[config.mk]
export PLATFORM = sky130hd
export DESIGN_NAME = mdspi_regif
export DESIGN_NICKNAME = d
export VERILOG_FILES = /design/src/rtl/mdspi_pkg.sv /design/src/rtl/mdspi_sync.sv /design/src/rtl/mdspi_frame.sv /design/src/rtl/mdspi_regs.sv /design/src/rtl/mdspi_regif.sv
export SDC_FILE = /design/constraint.sdc
export NUM_CORES = 1
export LEC_CHECK = 0
export BUFFER_PORTS_ARGS = -buffer_cell sky130_fd_sc_hd__buf_2
export CAP_MARGIN = 40
export CORE_MARGIN = 2
export CORE_UTILIZATION = 30
export CTS_CLUSTER_SIZE = 16
export DETAILED_ROUTE_END_ITERATION = 6
export PLACE_DENSITY = 0.48
export SETUP_SLACK_MARGIN = 0.02
export SKIP_LAST_GASP = 1
export SYNTH_ARGS = -nofsm -noshare
export SYNTH_HDL_FRONTEND = slang
export SYNTH_SLANG_ARGS = --single-unit
[constraint.sdc]
create_clock -name clk -period 4.1 [get_ports clk]
set_clock_uncertainty 0.05 [all_clocks]
set_input_delay 0.41 -clock clk [delete_from_list [all_inputs] [get_ports clk]]
set_output_delay 0.41 -clock clk [all_outputs]
set_load 0.02 [all_outputs]
[src/rtl/mdspi_pkg.sv]
`timescale 1ns/1ps
package mdspi_pkg;
    typedef enum logic [1:0] {
        ST_IDLE    = 2'd0,
        ST_HEADER  = 2'd1,
        ST_PAYLOAD = 2'd2,
        ST_IGNORE  = 2'd3
    } frm_state_e;

    localparam logic [1:0] LOCK_CODE = 2'b11;
endpackage

[src/rtl/mdspi_sync.sv]
`timescale 1ns/1ps
module mdspi_sync #(
    parameter int           W       = 3,
    parameter logic [W-1:0] RST_VAL = '0
) (
    input  logic         clk,
    input  logic         rst_n,
    input  logic [W-1:0] d_in,
    output logic [W-1:0] q_out
);
    logic [W-1:0] meta_q;

    always_ff @(posedge clk or negedge rst_n) begin
        if (!rst_n) begin
            meta_q <= RST_VAL;
            q_out  <= RST_VAL;
        end else begin
            meta_q <= d_in;
            q_out  <= meta_q;
        end
    end
endmodule

[src/rtl/mdspi_frame.sv]
`timescale 1ns/1ps
module mdspi_frame
    import mdspi_pkg::*;
#(
    parameter int CHIP_W = 1,
    parameter int REG_AW = 2,
    parameter int DATA_W = 24
) (
    input  logic              clk,
    input  logic              rst_n,
    input  logic              cs_act,
    input  logic              sclk_rise,
    input  logic              sclk_fall,
    input  logic              si,
    input  logic [CHIP_W-1:0] chip_id,
    input  logic [DATA_W-1:0] rd_data,
    output logic [REG_AW-1:0] rd_addr,
    output logic              wr_stb,
    output logic              wr_dc,
    output logic [REG_AW-1:0] wr_addr,
    output logic [DATA_W-1:0] wr_data,
    output logic              so,
    output frm_state_e        state_o
);
    localparam int HDR_W = 1 + CHIP_W + REG_AW + 1;
    localparam int PAY_W = DATA_W + 1;
    localparam int CNT_W = $clog2(PAY_W + 1);
    localparam logic [CNT_W-1:0] HDR_LAST = CNT_W'(HDR_W - 1);
    localparam logic [CNT_W-1:0] PAY_LAST = CNT_W'(PAY_W - 1);

    frm_state_e          state_q, state_d;
    logic [CNT_W-1:0]    cnt_q;
    logic [HDR_W-2:0]    hdr_sr;
    logic [DATA_W-1:0]   pay_sr;
    logic [DATA_W-1:0]   so_sr;
    logic                rw_q;
    logic [REG_AW-1:0]   reg_q;

    logic [HDR_W-1:0]    hdr_full;
    logic [PAY_W-1:0]    pay_full;
    logic                hdr_last, pay_last, chip_hit;

    assign hdr_full = {hdr_sr, si};
    assign pay_full = {pay_sr, si};
    assign hdr_last = (cnt_q == HDR_LAST);
    assign pay_last = (cnt_q == PAY_LAST);
    assign chip_hit = (hdr_full[HDR_W-2 -: CHIP_W] == chip_id);
    assign rd_addr  = hdr_full[REG_AW:1];
    assign state_o  = state_q;

    // state register
    always_ff @(posedge clk or negedge rst_n) begin
        if (!rst_n) state_q <= ST_IDLE;
        else        state_q <= state_d;
    end

    // transitions
    always_comb begin
        state_d = state_q;
        unique case (state_q)
            ST_IDLE:    if (cs_act) state_d = ST_HEADER;
            ST_HEADER: begin
                if (!cs_act)                    state_d = ST_IDLE;
                else if (sclk_rise && hdr_last) state_d = chip_hit ? ST_PAYLOAD : ST_IGNORE;
            end
            ST_PAYLOAD: begin
                if (!cs_act)                    state_d = ST_IDLE;
                else if (sclk_rise && pay_last) state_d = ST_HEADER;
            end
            ST_IGNORE:  if (!cs_act) state_d = ST_IDLE;
            default:    state_d = ST_IDLE;
        endcase
    end

    // outputs and datapath
    always_ff @(posedge clk or negedge rst_n) begin
        if (!rst_n) begin
            cnt_q   <= '0;
            hdr_sr  <= '0;
            pay_sr  <= '0;
            so_sr   <= '0;
            rw_q    <= 1'b0;
            reg_q   <= '0;
            so      <= 1'b0;
            wr_stb  <= 1'b0;
            wr_dc   <= 1'b0;
            wr_addr <= '0;
            wr_data <= '0;
        end else begin
            wr_stb <= 1'b0;
            if (!cs_act) begin
                cnt_q <= '0;
                so    <= 1'b0;
            end else begin
                unique case (state_q)
                    ST_HEADER: begin
                        if (sclk_rise) begin
                            hdr_sr <= hdr_full[HDR_W-2:0];
                            if (hdr_last) begin
                                cnt_q <= '0;
                                rw_q  <= hdr_full[HDR_W-1];
                                reg_q <= hdr_full[REG_AW:1];
                                so_sr <= rd_data;
                            end else begin
                                cnt_q <= cnt_q + 1'b1;
                            end
                        end else if (sclk_fall) begin
                            so <= 1'b0;
                        end
                    end
                    ST_PAYLOAD: begin
                        if (sclk_rise) begin
                            pay_sr <= pay_full[DATA_W-1:0];
                            if (pay_last) begin
                                cnt_q <= '0;
                                if (!rw_q) begin
                                    wr_stb  <= 1'b1;
                                    wr_dc   <= pay_full[DATA_W];
                                    wr_addr <= reg_q;
                                    wr_data <= pay_full[DATA_W-1:0];
                                end
                            end else begin
                                cnt_q <= cnt_q + 1'b1;
                            end
                        end else if (sclk_fall) begin
                            if (rw_q && cnt_q != '0) begin
                                so    <= so_sr[DATA_W-1];
                                so_sr <= {so_sr[DATA_W-2:0], 1'b0};
                            end else begin
                                so <= 1'b0;
                            end
                        end
                    end
                    default: begin
                        cnt_q <= '0;
                        if (sclk_fall) so <= 1'b0;
                    end
                endcase
            end
        end
    end
endmodule

[src/rtl/mdspi_regs.sv]
`timescale 1ns/1ps
module mdspi_regs
    import mdspi_pkg::*;
#(
    parameter int REG_AW = 2,
    parameter int DATA_W = 24
) (
    input  logic                          clk,
    input  logic                          rst_n,
    input  logic                          wr_stb,
    input  logic                          wr_dc,
    input  logic [REG_AW-1:0]             wr_addr,
    input  logic [DATA_W-1:0]             wr_data,
    input  logic [REG_AW-1:0]             rd_addr,
    output logic [DATA_W-1:0]             rd_data,
    output logic [(1<<REG_AW)*DATA_W-1:0] cfg_regs,
    output logic                          locked,
    output logic                          cmd_valid,
    output logic [DATA_W-1:0]             cmd_data
);
    localparam int REG_CNT  = 1 << REG_AW;
    localparam int LOCK_IDX = REG_CNT - 1;

    logic [DATA_W-1:0] reg_vec [REG_CNT];
    logic              unlock_wr, wr_ok;

    assign locked    = (reg_vec[LOCK_IDX][1:0] == LOCK_CODE);
    assign unlock_wr = (wr_addr == REG_AW'(LOCK_IDX)) && (wr_data[1:0] != LOCK_CODE);
    assign wr_ok     = wr_stb && wr_dc && (!locked || unlock_wr);
    assign rd_data   = reg_vec[rd_addr];

    for (genvar i = 0; i < REG_CNT; i++) begin : g_reg
        logic [DATA_W-1:0] r_q;
        always_ff @(posedge clk or negedge rst_n) begin
            if (!rst_n)                                r_q <= '0;
            else if (wr_ok && wr_addr == REG_AW'(i))   r_q <= wr_data;
        end
        assign reg_vec[i]                    = r_q;
        assign cfg_regs[i*DATA_W +: DATA_W]  = r_q;
    end

    always_ff @(posedge clk or negedge rst_n) begin
        if (!rst_n) begin
            cmd_valid <= 1'b0;
            cmd_data  <= '0;
        end else begin
            cmd_valid <= wr_stb && !wr_dc && !locked;
            if (wr_stb && !wr_dc && !locked) cmd_data <= wr_data;
        end
    end
endmodule

[src/rtl/mdspi_regif.sv]
`timescale 1ns/1ps
module mdspi_regif
    import mdspi_pkg::*;
#(
    parameter int CHIP_W = 1,
    parameter int REG_AW = 2,
    parameter int DATA_W = 24
) (
    input  logic                          clk,
    input  logic                          rst_n,
    input  logic                          spi_sclk,
    input  logic                          spi_cs_n,
    input  logic                          spi_mosi,
    output logic                          spi_miso,
    input  logic [CHIP_W-1:0]             chip_id,
    output logic [(1<<REG_AW)*DATA_W-1:0] cfg_regs,
    output logic                          locked,
    output logic                          cmd_valid,
    output logic [DATA_W-1:0]             cmd_data
);
    logic [2:0]        pins_s;
    logic              sclk_d;
    logic              cs_act, sclk_rise, sclk_fall;
    logic              wr_stb, wr_dc;
    logic [REG_AW-1:0] wr_addr, rd_addr;
    logic [DATA_W-1:0] wr_data, rd_data;
    frm_state_e        frm_state;

    mdspi_sync #(.W(3), .RST_VAL(3'b100)) u_sync (
        .clk   (clk),
        .rst_n (rst_n),
        .d_in  ({spi_cs_n, spi_sclk, spi_mosi}),
        .q_out (pins_s)
    );

    always_ff @(posedge clk or negedge rst_n) begin
        if (!rst_n) sclk_d <= 1'b0;
        else        sclk_d <= pins_s[1];
    end

    assign cs_act    = ~pins_s[2];
    assign sclk_rise =  pins_s[1] & ~sclk_d;
    assign sclk_fall = ~pins_s[1] &  sclk_d;

    mdspi_frame #(.CHIP_W(CHIP_W), .REG_AW(REG_AW), .DATA_W(DATA_W)) u_frame (
        .clk       (clk),
        .rst_n     (rst_n),
        .cs_act    (cs_act),
        .sclk_rise (sclk_rise),
        .sclk_fall (sclk_fall),
        .si        (pins_s[0]),
        .chip_id   (chip_id),
        .rd_data   (rd_data),
        .rd_addr   (rd_addr),
        .wr_stb    (wr_stb),
        .wr_dc     (wr_dc),
        .wr_addr   (wr_addr),
        .wr_data   (wr_data),
        .so        (spi_miso),
        .state_o   (frm_state)
    );

    mdspi_regs #(.REG_AW(REG_AW), .DATA_W(DATA_W)) u_regs (
        .clk       (clk),
        .rst_n     (rst_n),
        .wr_stb    (wr_stb),
        .wr_dc     (wr_dc),
        .wr_addr   (wr_addr),
        .wr_data   (wr_data),
        .rd_addr   (rd_addr),
        .rd_data   (rd_data),
        .cfg_regs  (cfg_regs),
        .locked    (locked),
        .cmd_valid (cmd_valid),
        .cmd_data  (cmd_data)
    );
endmodule

Word level (Yosys, flattened, before mapping)
Index checks and enable logic that the tools add are counted.

operators by class
  add/sub/neg operators = 1
  order comparisons = 1
  eq/ne operators = 25
  mux-type cells = 35
  bitwise logic cells = 7
  reduce and logical (&&, ||, !) cells = 27

operators by type and width
  cell                   number
  $mux W24               7
  $bmux W24 S2           1
  $pmux W24 S2           1
  $mux W5                5
  $logic_and A1 B1 Y1    12
  $mux W1                12
  $mux W2                6
  $ne A3 B2 Y1 const B   4
  $eq A2 B2 Y1 const B   5
  $ne A2 B2 Y1 const B   5
  $pmux W5 S2            1
  $ne A3 B3 Y1 const B   3
  $reduce_and A3 Y1      3
  $pmux W2 S4            1
  $reduce_and A4 Y1      2
  $reduce_and A7 Y1      1
  $ne A2 B1 Y1 const B   3
  $add A5 B1 Y5 const B  1
  $eq A5 B3 Y1 const B   1
  $eq A5 B5 Y1 const B   1
  $reduce_and A5 Y1      1
  $reduce_bool A5 Y1     1
  $eq A2 B1 Y1 const B   2
  $logic_not A2 Y1       2
  other kinds (10)       15

storage, ports and cells
  register bits = 219
  input bits = 6
  output and inout port bits = 123
  logic and storage cells = 117

Logic depth before layout (Yosys ltp)
Gate-level depths: netlist of run 1.

  depth after elaboration = 7
  mapped depth = 9
  gate-level depth less buffers = 6

Cells and area by module
A second synthesis of run 1 with hierarchy kept.

second synthesis, totals
  cell total of the unflattened synthesis = 579
  area, all modules = 9561.7 µm²

by module, submodules not included
  module       times used  cells an instance  area an instance (µm²)  seq. area each (µm²)
  mdspi_regs   1           293                5230.0                  3027.9
  mdspi_frame  1           276                4135.2                  2277.2
  mdspi_sync   1           6                  152.6                   152.6
  mdspi_regif  1           4                  43.8                    25.0

Least setup slack after synthesis of run 1
Ideal clock, no wire load.

  kind = reg2reg
  from = register u_frame.state_q[0] (netlist: u_frame.state_o[0])
  to = register u_frame.so_sr[10]
  library setup time = 125 ps
  arrival time = 1916 ps
  data required time = 3925 ps
  setup slack = 2009 ps
  cell stages (with the launch flop) = 10
  path buffers = 3
  period minus slack after synthesis = 2091 ps
  cell sequence = dfrtp_1 inv_1 ha_1 buf_4 o21ba_2 o21ai_0 a221o_1 buf_6 buf_12 mux2_4

on the way
  cells in the longest elaborated chain, start to end = 3
  elaborated cells on any way between the ends = 10
  those cells by class = eq/ne (7); mux (1); reduce/logical (2)

RTL lines
  item                                                         line                RTL
  start, declared                                              mdspi_frame.sv:31   frm_state_e state_q, state_d;
  start signal, assigned                                       mdspi_frame.sv:54   else state_q <= state_d;
  $eq A2 B2 Y1 / $eq A2 B1 Y1 (equally long branches)          mdspi_frame.sv:95   unique case (state_q)
  $ne A2 B2 Y1 (no source line), or another cell as far along  n/a
  $reduce_and A7 Y1 (no source line)                           n/a
  end signal, assigned                                         mdspi_frame.sv:103  so_sr <= rd_data;
  end signal, assigned                                         mdspi_frame.sv:128  so_sr <= {so_sr[DATA_W-2:0], 1'b0};
  end, declared                                                mdspi_frame.sv:35   logic [DATA_W-1:0] so_sr;

Several ways; a longest one is shown, not always the timed one.
A chain may end at the register's enable or synchronous reset.

Worst setup path after layout of run 1
  from = register u_frame.state_q[0] (netlist: u_frame.state_o[0])
  to = register u_frame.so_sr[2]

Same word-level chain as after synthesis.

==> reports/qor.yml, run 1 <==
min_period_ps: 2810
tightest_slew_ps: 1020
cp.required_ps: 4450
p_leak_uw: 0.00597
holdWs_ps: 302
switchingPower_uw: 1300
ys.flop_type: "dfrtp_1"
yosysTopAreaCell: "dfrtp_1"
total_power_uw: 5150
avgSynthCellArea_um2: 16.2
die_w_um: 181
drt_iter0_drc: 242
synth_seq_cells: 219
r2r-end: "u_frame.so_sr[2]"
critPathBufInv: 2
vdd_drop_max_uv: 220
routedWlPerCell_um: 20.1
final_nets: 741
synth_edf_count: 0
rrSetupSlack_ps: 1290
hold_buffers: 4
rsz0062_at_grt: "false"
startpoint_type: "register"
cpPeakStageDelay_ps: 660
fin_ws_ps: 1290
postRouteAntennaNets: 0
grt_pass1_wl_mm: 36.4
final_common_cell: "dfrtp_1"
drt_wl_total_mm: 23.1
worstHoldStart: "u_sync.meta_q[0]"
rows: 64
cts_resized: 0
hold_depth: 0
clockRootBuffer: "clkbuf_16"
min_to: "u_sync.q_out[0]"
area_growth_pct: 21.4
insertedDiodeCount: 0
ff2ff_path_depth: 6
clock_sinks: 219
cts_buffers: 27
place_congestion: 0.808
core_um2: 30700
setup_viol: 0
pwr-share-comb_pct: 11.4
port_buffers: 128
utilization_pct: 37.3
ys_seq_area_share_pct: 58.1
r2r_start: "u_frame.state_o[0]"
post-cts-setup-buffer-count: 0
die_area_um2: 32900
path_cells: "inv_1, ha_1, inv_2, o21ai_0, a221o_2, mux2_2"
grt_pass1_vias: 6001
async_flop_share_pct: 100
fin_crit_sh_pct: 68.4
yosys.area.top_type_share_pct: 57.5
synth_fp_nets: 596
vias: 5486
clk_pin_slew_ps: 60
swShare_pct: 25.3
worstSkewPairLatency_ps: 530
gr-total-overflow: 0
drv_cap: 0
max_freq_mhz: 356
start_util_pct: 30.7
internal_power_uw: 3850
yosysWarnings: 0
dpl.hpwl_mm: 15.5
pre_cts_slack_ps: 1300
worstSetupPathType: "reg -> reg"
cts_tree: "done"
die-height_um: 181
max-slew-margin-rel_pct: 32.2
grtUsageTotal_pct: 14.1
cpLargestDelayFamily: "compound AO/OA/AOI/OAI gates"
final_hold_viol_count: 0
fin_tns_setup_ps: 0
yosys-top-cells-area: "dfrtp_1 58%, mux2_2 23%, mux4_2 5.7%, mux2_4 3.0%, mux2_1 1.4%"
first_pass_iters: 4
antenna_found_initial: 0
ios: 129
most-common-layout-cells: "216 x dfrtp_1, 194 x mux2_2, 127 x buf_2"
grt_max_degree: 123
synthCells: 584
crit_path_top_delay_cell: "a221o_2"
clock_power_share_pct: 44.0
synth_cell_types: 50
crit_arrival_ps: 3150
netlist_area_um2: 9440
path_max_fanout: 24
slew_viol_final: 0
power_frac_seq_pct: 44.6
clockBufferDepth: 3
hp-class: "reg -> reg"
drcViolationCount: 0
end_kind: "register"
run_status: "finished clean"
drive_above_1_share_pct: 58.2
viasPerCell: 4.80
htree_levels: 1
power_density_nw_per_um2: 449
## through the flow
step / instances / cell area [um2]
after detailed placement: 1092 / 10600
after global placement: 1087 / 10500
after floorplan: 584 / 9440
after CTS: 1144 / 11500
after global routing: 1144 / 11500
final: 1144 / 11500
## worst max path at each step
stage	startpoint	to	slack, ps	cells past startpoint
2_1_floorplan	u_frame.state_o[0]	u_frame.so_sr[10]	2010	9
3_3_place_gp	u_frame.state_o[0]	u_frame.so_sr[1]	1410	6
3_5_place_dp	u_frame.state_o[0]	u_frame.so_sr[2]	1300	6
4_1_cts	u_frame.state_o[0]	u_frame.so_sr[2]	1280	6
5_1_grt	u_frame.state_o[0]	u_frame.so_sr[2]	1100	6
6_report	u_frame.state_o[0]	u_frame.so_sr[2]	1290	6
## registers in the layout (all words and copies together), names as in the netlist, 3 cells and up
name / cells
u_frame.wr_data: 24
u_frame.hdr_sr: 4
u_frame.pay_sr: 24
u_frame.so_sr: 24
u_regs.cmd_data: 24
u_frame.cnt_q: 5
u_sync.q_out: 3
u_regs.g.r_q: 96
u_sync.meta_q: 3
## power groups by stage
stage               Sequential, uW  Combinational, uW  Clock, uW
global route                  2310                636       2440
finish                        2300                587       2270
global placement              2400                453          0
floorplan                     2260                477          0
detailed placement            2340                597          0
CTS                           2300                601       2340
## worst reg2reg max path: stages, from the launching register on
cell and delay (ps):
dfrtp_1 420, inv_1 110, ha_1 380, inv_2 320, o21ai_0 310, a221o_2 660
mux2_2 440
## cell usage after synthesis (3+ instances only)
cell      number
nand2_1        9
nor2_1         9
clkbuf_1       9
buf_6          8
mux4_2        24
a21oi_1        4
ha_1           6
mux2_1        12
buf_2         10
mux2_4        19
nand3_1        4
buf_4          3
mux2_2       194
dfrtp_1      217
nand2b_1       3
o21ai_0        8
inv_1          7
## metal layers
metal	vias to the layer above	share of wire, %	global-route usage, %
met5	-	0	0
met4	0	1.8	3.97
met3	32	4.1	2.27
met2	121	47	23.1
met1	2891	47	19.6
li1	2442	-	-
## final cells by class
cell class              instances  area [um2]
clock buffers                  43         786
fillers                      2941       19300
multi-input cells             325        3710
repair buffers                148         898
flip-flops and latches        219        5480
well taps                     396         495
clock inverters                 5        57.6
inverters                       8        30.0
## cell families after synthesis
group | count (synthesis) | synth area share [%]
mux | 251 | 33.5
xor+xnor | 1 | 0.0928
compound gates | 23 | 1.68
fa+ha+maj | 6 | 0.795
simple gates | 44 | 2.98
buf+inv | 40 | 2.82
flops | 219 | 58.1
Power figures use the tool's default switching activity.
==> run 2: changes to the inputs <==
--- a/config.mk
+++ b/config.mk
@@ -5,13 +5,14 @@
 export SDC_FILE = /design/constraint.sdc
 export NUM_CORES = 1
 export LEC_CHECK = 0
+export ABC_AREA = 1
 export BUFFER_PORTS_ARGS = -buffer_cell sky130_fd_sc_hd__buf_2
 export CAP_MARGIN = 40
 export CORE_MARGIN = 2
 export CORE_UTILIZATION = 30
 export CTS_CLUSTER_SIZE = 16
 export DETAILED_ROUTE_END_ITERATION = 6
-export PLACE_DENSITY = 0.48
+export PLACE_DENSITY = 0.5
 export SETUP_SLACK_MARGIN = 0.02
 export SKIP_LAST_GASP = 1
 export SYNTH_ARGS = -nofsm -noshare
==> constraint.sdc (replaced) <==
create_clock -name clk -period 2.4 [get_ports clk]
set_clock_uncertainty 0.05 [all_clocks]
set_input_delay 0.24 -clock clk [delete_from_list [all_inputs] [get_ports clk]]
set_output_delay 0.24 -clock clk [all_outputs]
set_load 0.02 [all_outputs]
==> reports/qor.yml, run 2 <==
synth_fp_nets: 1120  # was 596
start_util_pct: 30.5  # was 30.7%
run_status: "finished clean"  # unchanged
clk_pin_slew_ps: 60  # about the same
grt_pass1_wl_mm: 42.7  # was 36.4 mm
die-height_um: 183  # was 181 um
area_growth_pct: 19.1  # was 21.4%
grt_max_degree: 78  # was 123
synth-compound-area-share_pct: 10.0  # was 1.68%
tightest_slew_ps: 774  # was 1020 ps
path_max_fanout: 18  # was 24
r2r_start: "u_frame.state_o[0]"  # unchanged
die_area_um2: 33500  # was 32,900 um2
synth-xor-area-share_pct: 0.182  # was 0.0928%
async_flop_share_pct: 100  # unchanged
end_kind: "register"  # unchanged
synth_seq_cells: 219  # unchanged
worstHoldStart: "chip_id"  # was u_sync.meta_q[0]
hp-class: "in -> reg"  # was reg -> reg
grt_pass1_vias: 7212  # was 6,001
crit_top_cell: "nand2_2"
antenna_found_initial: 0  # unchanged
most-common-layout-cells: "402 x nand2_1, 217 x dfrtp_1, 127 x buf_2"  # was 216 x dfrtp_1, 194 x mux2_2, 127 x buf_2
max-slew-margin-rel_pct: 48.3  # was 32.2%
post-cts-setup-buffer-count: 0  # unchanged
globalRoute.busiestLayer: "met1"  # was met2
vdd_drop_max_uv: 643  # was 220 uV
synth_cell_types: 35  # was 50
seq_area_um2: 5480  # about the same
core_um2: 31600  # was 30,700 um2
htree_levels: 1  # unchanged
yosys.area.top_type_share_pct: 56.4  # was 57.5%
drv_cap: 0  # unchanged
critPathLaunch: "u_frame.state_o[0]"  # unchanged
dpl_cell_area_um2: 10600  # about the same
clockBufferDepth: 3  # unchanged
cts_buffers: 26  # was 27
grtUsageMet1_pct: 24.4  # was 19.6%
slew_viol_final: 0  # unchanged
grtUsageMet2_pct: 23.8  # was 23.1%
ios: 129  # unchanged
synth_top_family_by_area: "simple AND/OR/NAND/NOR gates"  # was multiplexers
yosys-top-cells-area: "dfrtp_1 56%, nand2_1 16%, o21ai_0 5.4%, nand3_1 5.3%, o21ai_1 3.8%"  # was dfrtp_1 58%, mux2_2 23%, mux4_2 5.7%, mux2_4 3.0%, mux2_1 1.4%
viasPerCell: 4.62  # was 4.80
final_common_cell: "nand2_1"  # was dfrtp_1
cpPeakStageDelay_ps: 400  # was 660 ps
power_density_nw_per_um2: 863  # was 449 nW/um2
fillers: 3278  # was 2,941
synthCells: 1108  # was 584
cts_tree: "done"  # unchanged
path_cells: "inv_1, ha_1, nand2_2, nand2_2, nand2_2, a21oi_4, buf_4, nand3_1, nand2_1"  # was inv_1, ha_1, inv_2, o21ai_0, a221o_2, mux2_2
grt_use_met3_pct: 2.32  # was 2.27%
synth_common_cells: "402 x nand2_1, 217 x dfrtp_1, 103 x o21ai_0"  # was 217 x dfrtp_1, 194 x mux2_2, 24 x mux4_2
rows: 65  # was 64
avgSynthCellArea_um2: 8.68  # was 16.2 um2
multi_input_area_um2: 3490  # was 3710 um2
ys_seq_area_share_pct: 57.0  # was 58.1%
startpoint_type: "register"  # unchanged
drt_iter0_drc: 466  # was 242
die_w_um: 183  # was 181 um
drive_above_1_share_pct: 19.1  # was 58.2%
worstSetupPathType: "reg -> reg"  # unchanged
top_register: "u_regs.g.r_q"  # unchanged
yosysWarnings: 0  # unchanged
final_nets: 1239  # was 741
vias: 7596  # was 5,486
final_hold_viol_count: 0  # unchanged
fin_crit_sh_pct: 89.9  # was 68.4%
grtUsageTotal_pct: 16.2  # was 14.1%
rsz0062_at_grt: "false"  # unchanged
muxShareOfSynthArea_pct: 0.104  # was 33.5%
rrSetupSlack_ps: 240  # was 1290 ps
max_freq_mhz: 463  # was 356 MHz
first_pass_iters: 5  # was 4
dpl.hpwl_mm: 19.1  # was 15.5 mm
fin_tns_setup_ps: 0  # unchanged
fin_ws_ps: 241  # was 1290 ps
drcViolationCount: 0  # unchanged
netlist_area_um2: 9620  # was 9440 um2
min_to: "u_frame.state_o[0]"  # was u_sync.q_out[0]
drt_wl_total_mm: 26.9  # was 23.1 mm
utilization_pct: 36.3  # was 37.3%
postRouteAntennaNets: 0  # unchanged
insertedDiodeCount: 0  # unchanged
synth-simple-area-share_pct: 25.1  # was 2.98%
crit_path_top_delay_cell: "dfrtp_1"  # was a221o_2
routedWlPerCell_um: 16.3  # was 20.1 um
ys.flop_type: "dfrtp_1"  # unchanged
gr-total-overflow: 0  # unchanged
yosysTopAreaCell: "dfrtp_1"  # unchanged
clockRootBuffer: "clkbuf_16"  # unchanged
worstSkewPairLatency_ps: 530  # about the same
place_congestion: 0.803  # was 0.808
p_leak_uw: 0.00570  # was 0.00597 uW
port_buffers: 128  # unchanged
cp.required_ps: 2820  # was 4450 ps
yosysMostFrequentCell: "nand2_1"  # was dfrtp_1
setup_viol: 0  # unchanged
hold_depth: 6  # was 0
min_period_ps: 2160  # was 2810 ps
synthAdderAreaFrac_pct: 0.780  # was 0.795%
ff2ff_path_depth: 9  # was 6
finalInstanceArea_um2: 11500  # about the same
clock_sinks: 219  # unchanged
largest_register_ffs: 96  # unchanged
pre_cts_slack_ps: 234  # was 1300 ps
r2r-end: "u_frame.so_sr[16]"  # was u_frame.so_sr[2]
synth_edf_count: 0  # unchanged
crit_arrival_ps: 2570  # was 3150 ps
==> run 2: cell types whose count changed in the layout (fill, tap and decap cells not counted), sizes merged, moves of 6 or more <==
| cell | delta |
|---|---|
| buf | +6 |
| inv | +63 |
| mux2 | -225 |
| mux4 | -24 |
| nand2 | +420 |
| nand3 | +100 |
| o21ai | +172 |
==> run 2: worst max-delay path, delay by kind of cell, from the launching register on <==
family	cells	cell delay [ps]
AOI/OAI and AO/OA	1	350
adders and majority gates	1	390
buffers and inverters	2	410
DFF	1	400
and+or+nand+nor	5	470
==> run 2: through the flow <==
step	cells	hold WS (ps)	power, uW
after floorplan	1108	-106	5580
after global placement	1597	229	6160
after detailed placement	1597	228	6180
after CTS	1645	94.9	10000
after global routing	1645	143	10400
final	1645	105	9890
==> run 2: worst max path at each step <==
stage / to / slack [ps] / depth (start not counted)
2_1_floorplan: u_frame.so_sr[10] / 720 / 11
3_3_place_gp: u_frame.so_sr[1] / 320 / 9
4_1_cts: u_frame.so_sr[0] / 200 / 9
6_report: u_frame.so_sr[16] / 240 / 9
3_5_place_dp: u_frame.so_sr[0] / 230 / 9
5_1_grt: u_frame.so_sr[4] / 80 / 9
==> run 2: kinds of logic (layout without fill, tap and decap cells) <==
group                    Yosys count  in the layout
AND/OR/NAND/NOR                  556            556
flip-flops                       219            219
AO/OA/AOI/OAI                    187            187
buffers and inverters            137            272
adder cells (fa/ha/maj)            6              6
XOR/XNOR                           2              2
multiplexers                       1              1
==> run 2: per-layer routing <==
layer	vias up	part of all wire, %
met5	-	0
met4	0	2.8
met3	46	4.5
met2	140	43
met1	3610	49
li1	3800	-
==> run 2: layout make-up <==
class | count | share of cell area [%]
Sequential cell | 219 | 47.9
Multi-Input combinational cell | 752 | 30.4
Tap cell | 402 | 4.39
Clock buffer | 39 | 6.64
Timing Repair Buffer | 154 | 7.80
Clock inverter | 5 | 0.459
Inverter | 74 | 2.42
==> run 2: report_power, final <==
group	total, uW	switching [uW]	leakage (uW)	internal (uW)
Sequential	4160	191	0.00302	3970
Clock	3780	1500	0.000397	2270
Combinational	1960	1370	0.00228	591
==> run 2: timing repair <==
action / in CTS / in global routing
gates resized for setup: 0 / 1
hold buffers: 4 / 0
endpoints found under the setup margin: 0 / 1
endpoints found under the hold margin: 72 / 0
==> run 3: changes to the inputs <==
--- a/config.mk
+++ b/config.mk
@@ -12,6 +12,7 @@
 export CORE_UTILIZATION = 30
 export CTS_CLUSTER_SIZE = 16
 export DETAILED_ROUTE_END_ITERATION = 6
+export MAX_ROUTING_LAYER = met4
 export PLACE_DENSITY = 0.5
 export SETUP_SLACK_MARGIN = 0.02
 export SKIP_LAST_GASP = 1
==> reports/qor.yml, run 3 (synthesis results as in run 2) <==
power_frac_seq_pct: 42.0  # about the same
largest_register_ffs: 96  # unchanged
run_status: "finished clean"  # unchanged
drt_wl_total_mm: 26.9  # about the same
htree_levels: 1  # unchanged
routedWlPerCell_um: 16.3  # about the same
end_kind: "register"  # unchanged
pre_cts_slack_ps: 234  # unchanged
gr-total-overflow: 0  # unchanged
rsz0062_at_grt: "false"  # unchanged
final_common_cell: "nand2_1"  # unchanged
fin_ws_ps: 245  # was 241 ps
drv_cap: 0  # unchanged
ios: 129  # unchanged
die_area_um2: 33500  # unchanged
area_growth_pct: 19.1  # unchanged
fin_tns_setup_ps: 0  # unchanged
min_period_ps: 2160  # about the same
utilization_pct: 36.3  # unchanged
top_register: "u_regs.g.r_q"  # unchanged
pwr-share-comb_pct: 19.7  # was 19.8%
grt_pass1_wl_mm: 42.7  # about the same
p_leak_uw: 0.00570  # unchanged
dpl.hpwl_mm: 19.1  # unchanged
cp.required_ps: 2810  # was 2820 ps
final_nets: 1239  # unchanged
max-slew-margin-rel_pct: 48.5  # was 48.3%
core_um2: 31600  # unchanged
port_buffers: 128  # unchanged
clock_sinks: 219  # unchanged
crit_arrival_ps: 2570  # about the same
vias: 7623  # was 7,596
clockRootBuffer: "clkbuf_16"  # unchanged
worstSkewPairLatency_ps: 530  # about the same
place_congestion: 0.815  # was 0.803
first_pass_iters: 4  # was 5
vdd_drop_max_uv: 641  # was 643 uV
switchingPower_uw: 3060  # about the same
swShare_pct: 31.0  # about the same
fin_crit_sh_pct: 89.8  # was 89.9%
cts_tree: "done"  # unchanged
final_hold_viol_count: 0  # unchanged
postRouteAntennaNets: 0  # unchanged
rows: 65  # unchanged
total_power_uw: 9890  # about the same
max_freq_mhz: 464  # was 463 MHz
post-cts-setup-buffer-count: 0  # unchanged
die-height_um: 183  # unchanged
grtUsageTotal_pct: 16.6  # was 16.2%
fillers: 3278  # unchanged
power_density_nw_per_um2: 863  # about the same
tightest_slew_ps: 772  # was 774 ps
die_w_um: 183  # unchanged
path_max_fanout: 18  # unchanged
holdWs_ps: 111  # was 105 ps
antenna_found_initial: 0  # unchanged
hold_depth: 6  # unchanged
most-common-layout-cells: "402 x nand2_1, 217 x dfrtp_1, 127 x buf_2"  # unchanged
hp-class: "in -> reg"  # unchanged
startpoint_type: "register"  # unchanged
ff2ff_path_depth: 9  # unchanged
setup_viol: 0  # unchanged
viasPerCell: 4.63  # was 4.62
drt_iter0_drc: 486  # was 466
grt_max_degree: 78  # unchanged
insertedDiodeCount: 0  # unchanged
slew_viol_final: 0  # unchanged
worstSetupPathType: "reg -> reg"  # unchanged
drive_above_1_share_pct: 19.1  # unchanged
internal_power_uw: 6830  # about the same
clock_power_share_pct: 38.2  # about the same
start_util_pct: 30.5  # unchanged
cts_buffers: 26  # unchanged
grt_pass1_vias: 7234  # was 7,212
clk_pin_slew_ps: 60  # about the same
drcViolationCount: 0  # unchanged
clockBufferDepth: 3  # unchanged
run 3: cell counts in the layout (fill, tap and decap cells not counted):
Identical to the previous run, type by type.
run 3: per-layer routing:
metal	track usage, %	vias to the layer above	wire length (um)
li1	-	3800	-
met2	23.9	141	11700
met5	-	-	0
met1	24.4	3635	13400
met4	4.96	0	757
met3	2.24	47	1010
run 3: power by group through the flow:
| stage | Combinational, uW | Sequential [uW] | Clock (uW) |
|---|---|---|---|
| finish | 1950 | 4160 | 3780 |
| global route | 2190 | 4190 | 4060 |
| CTS | 1970 | 4160 | 3900 |
| detailed placement | 1970 | 4210 | 0 |
| global placement | 1940 | 4220 | 0 |
| floorplan | 1410 | 4170 | 0 |
run 3: stage by stage:
step | instance area, um2 | instances
floorplan | 9620 | 1108
global placement | 10600 | 1597
detailed placement | 10600 | 1597
CTS | 11400 | 1645
global route | 11500 | 1645
finish | 11500 | 1645
run 3: area by class of cell:
cell class                 count  area, um2  area share, %
timing repair buffer         154        893           7.80
clock buffer                  39        761           6.64
tap                          402        503           4.39
inverter                      74        278           2.42
clock inverter                 5       52.6          0.459
multi-input combinational    752       3490           30.4
sequential                   219       5480           47.9
run 3: path summary, 6_finish.rpt:
kind,end,slack (ps),startpoint
worst min register to register,u_sync.q_out[0],300,u_sync.meta_q[0]
worst max-delay path,u_frame.so_sr[16],240,u_frame.state_o[0]
worst max register to register,u_frame.so_sr[16],240,u_frame.state_o[0]
max in group asynchronous,u_regs.g_reg[1].r_q[16],1250,rst_n
worst min-delay path,u_frame.state_o[0],110,chip_id
min in group asynchronous,u_regs.g_reg[0].r_q[19],240,rst_n
run 3: timing repair:
action                                  in CTS  in global routing
endpoints found under the setup margin       0                  2
hold endpoints to repair                    72                  0
gates resized for setup                      0                  1
hold buffers                                 4                  0
run 3: worst max-delay path, cell delays in order, from the launching register on:
cell and delay [ps]:
dfrtp_1 400, inv_1 90, ha_1 400, nand2_2 130
nand2_2 90, nand2_2 60, a21oi_4 340, buf_4 320
nand3_1 110, nand2_1 80
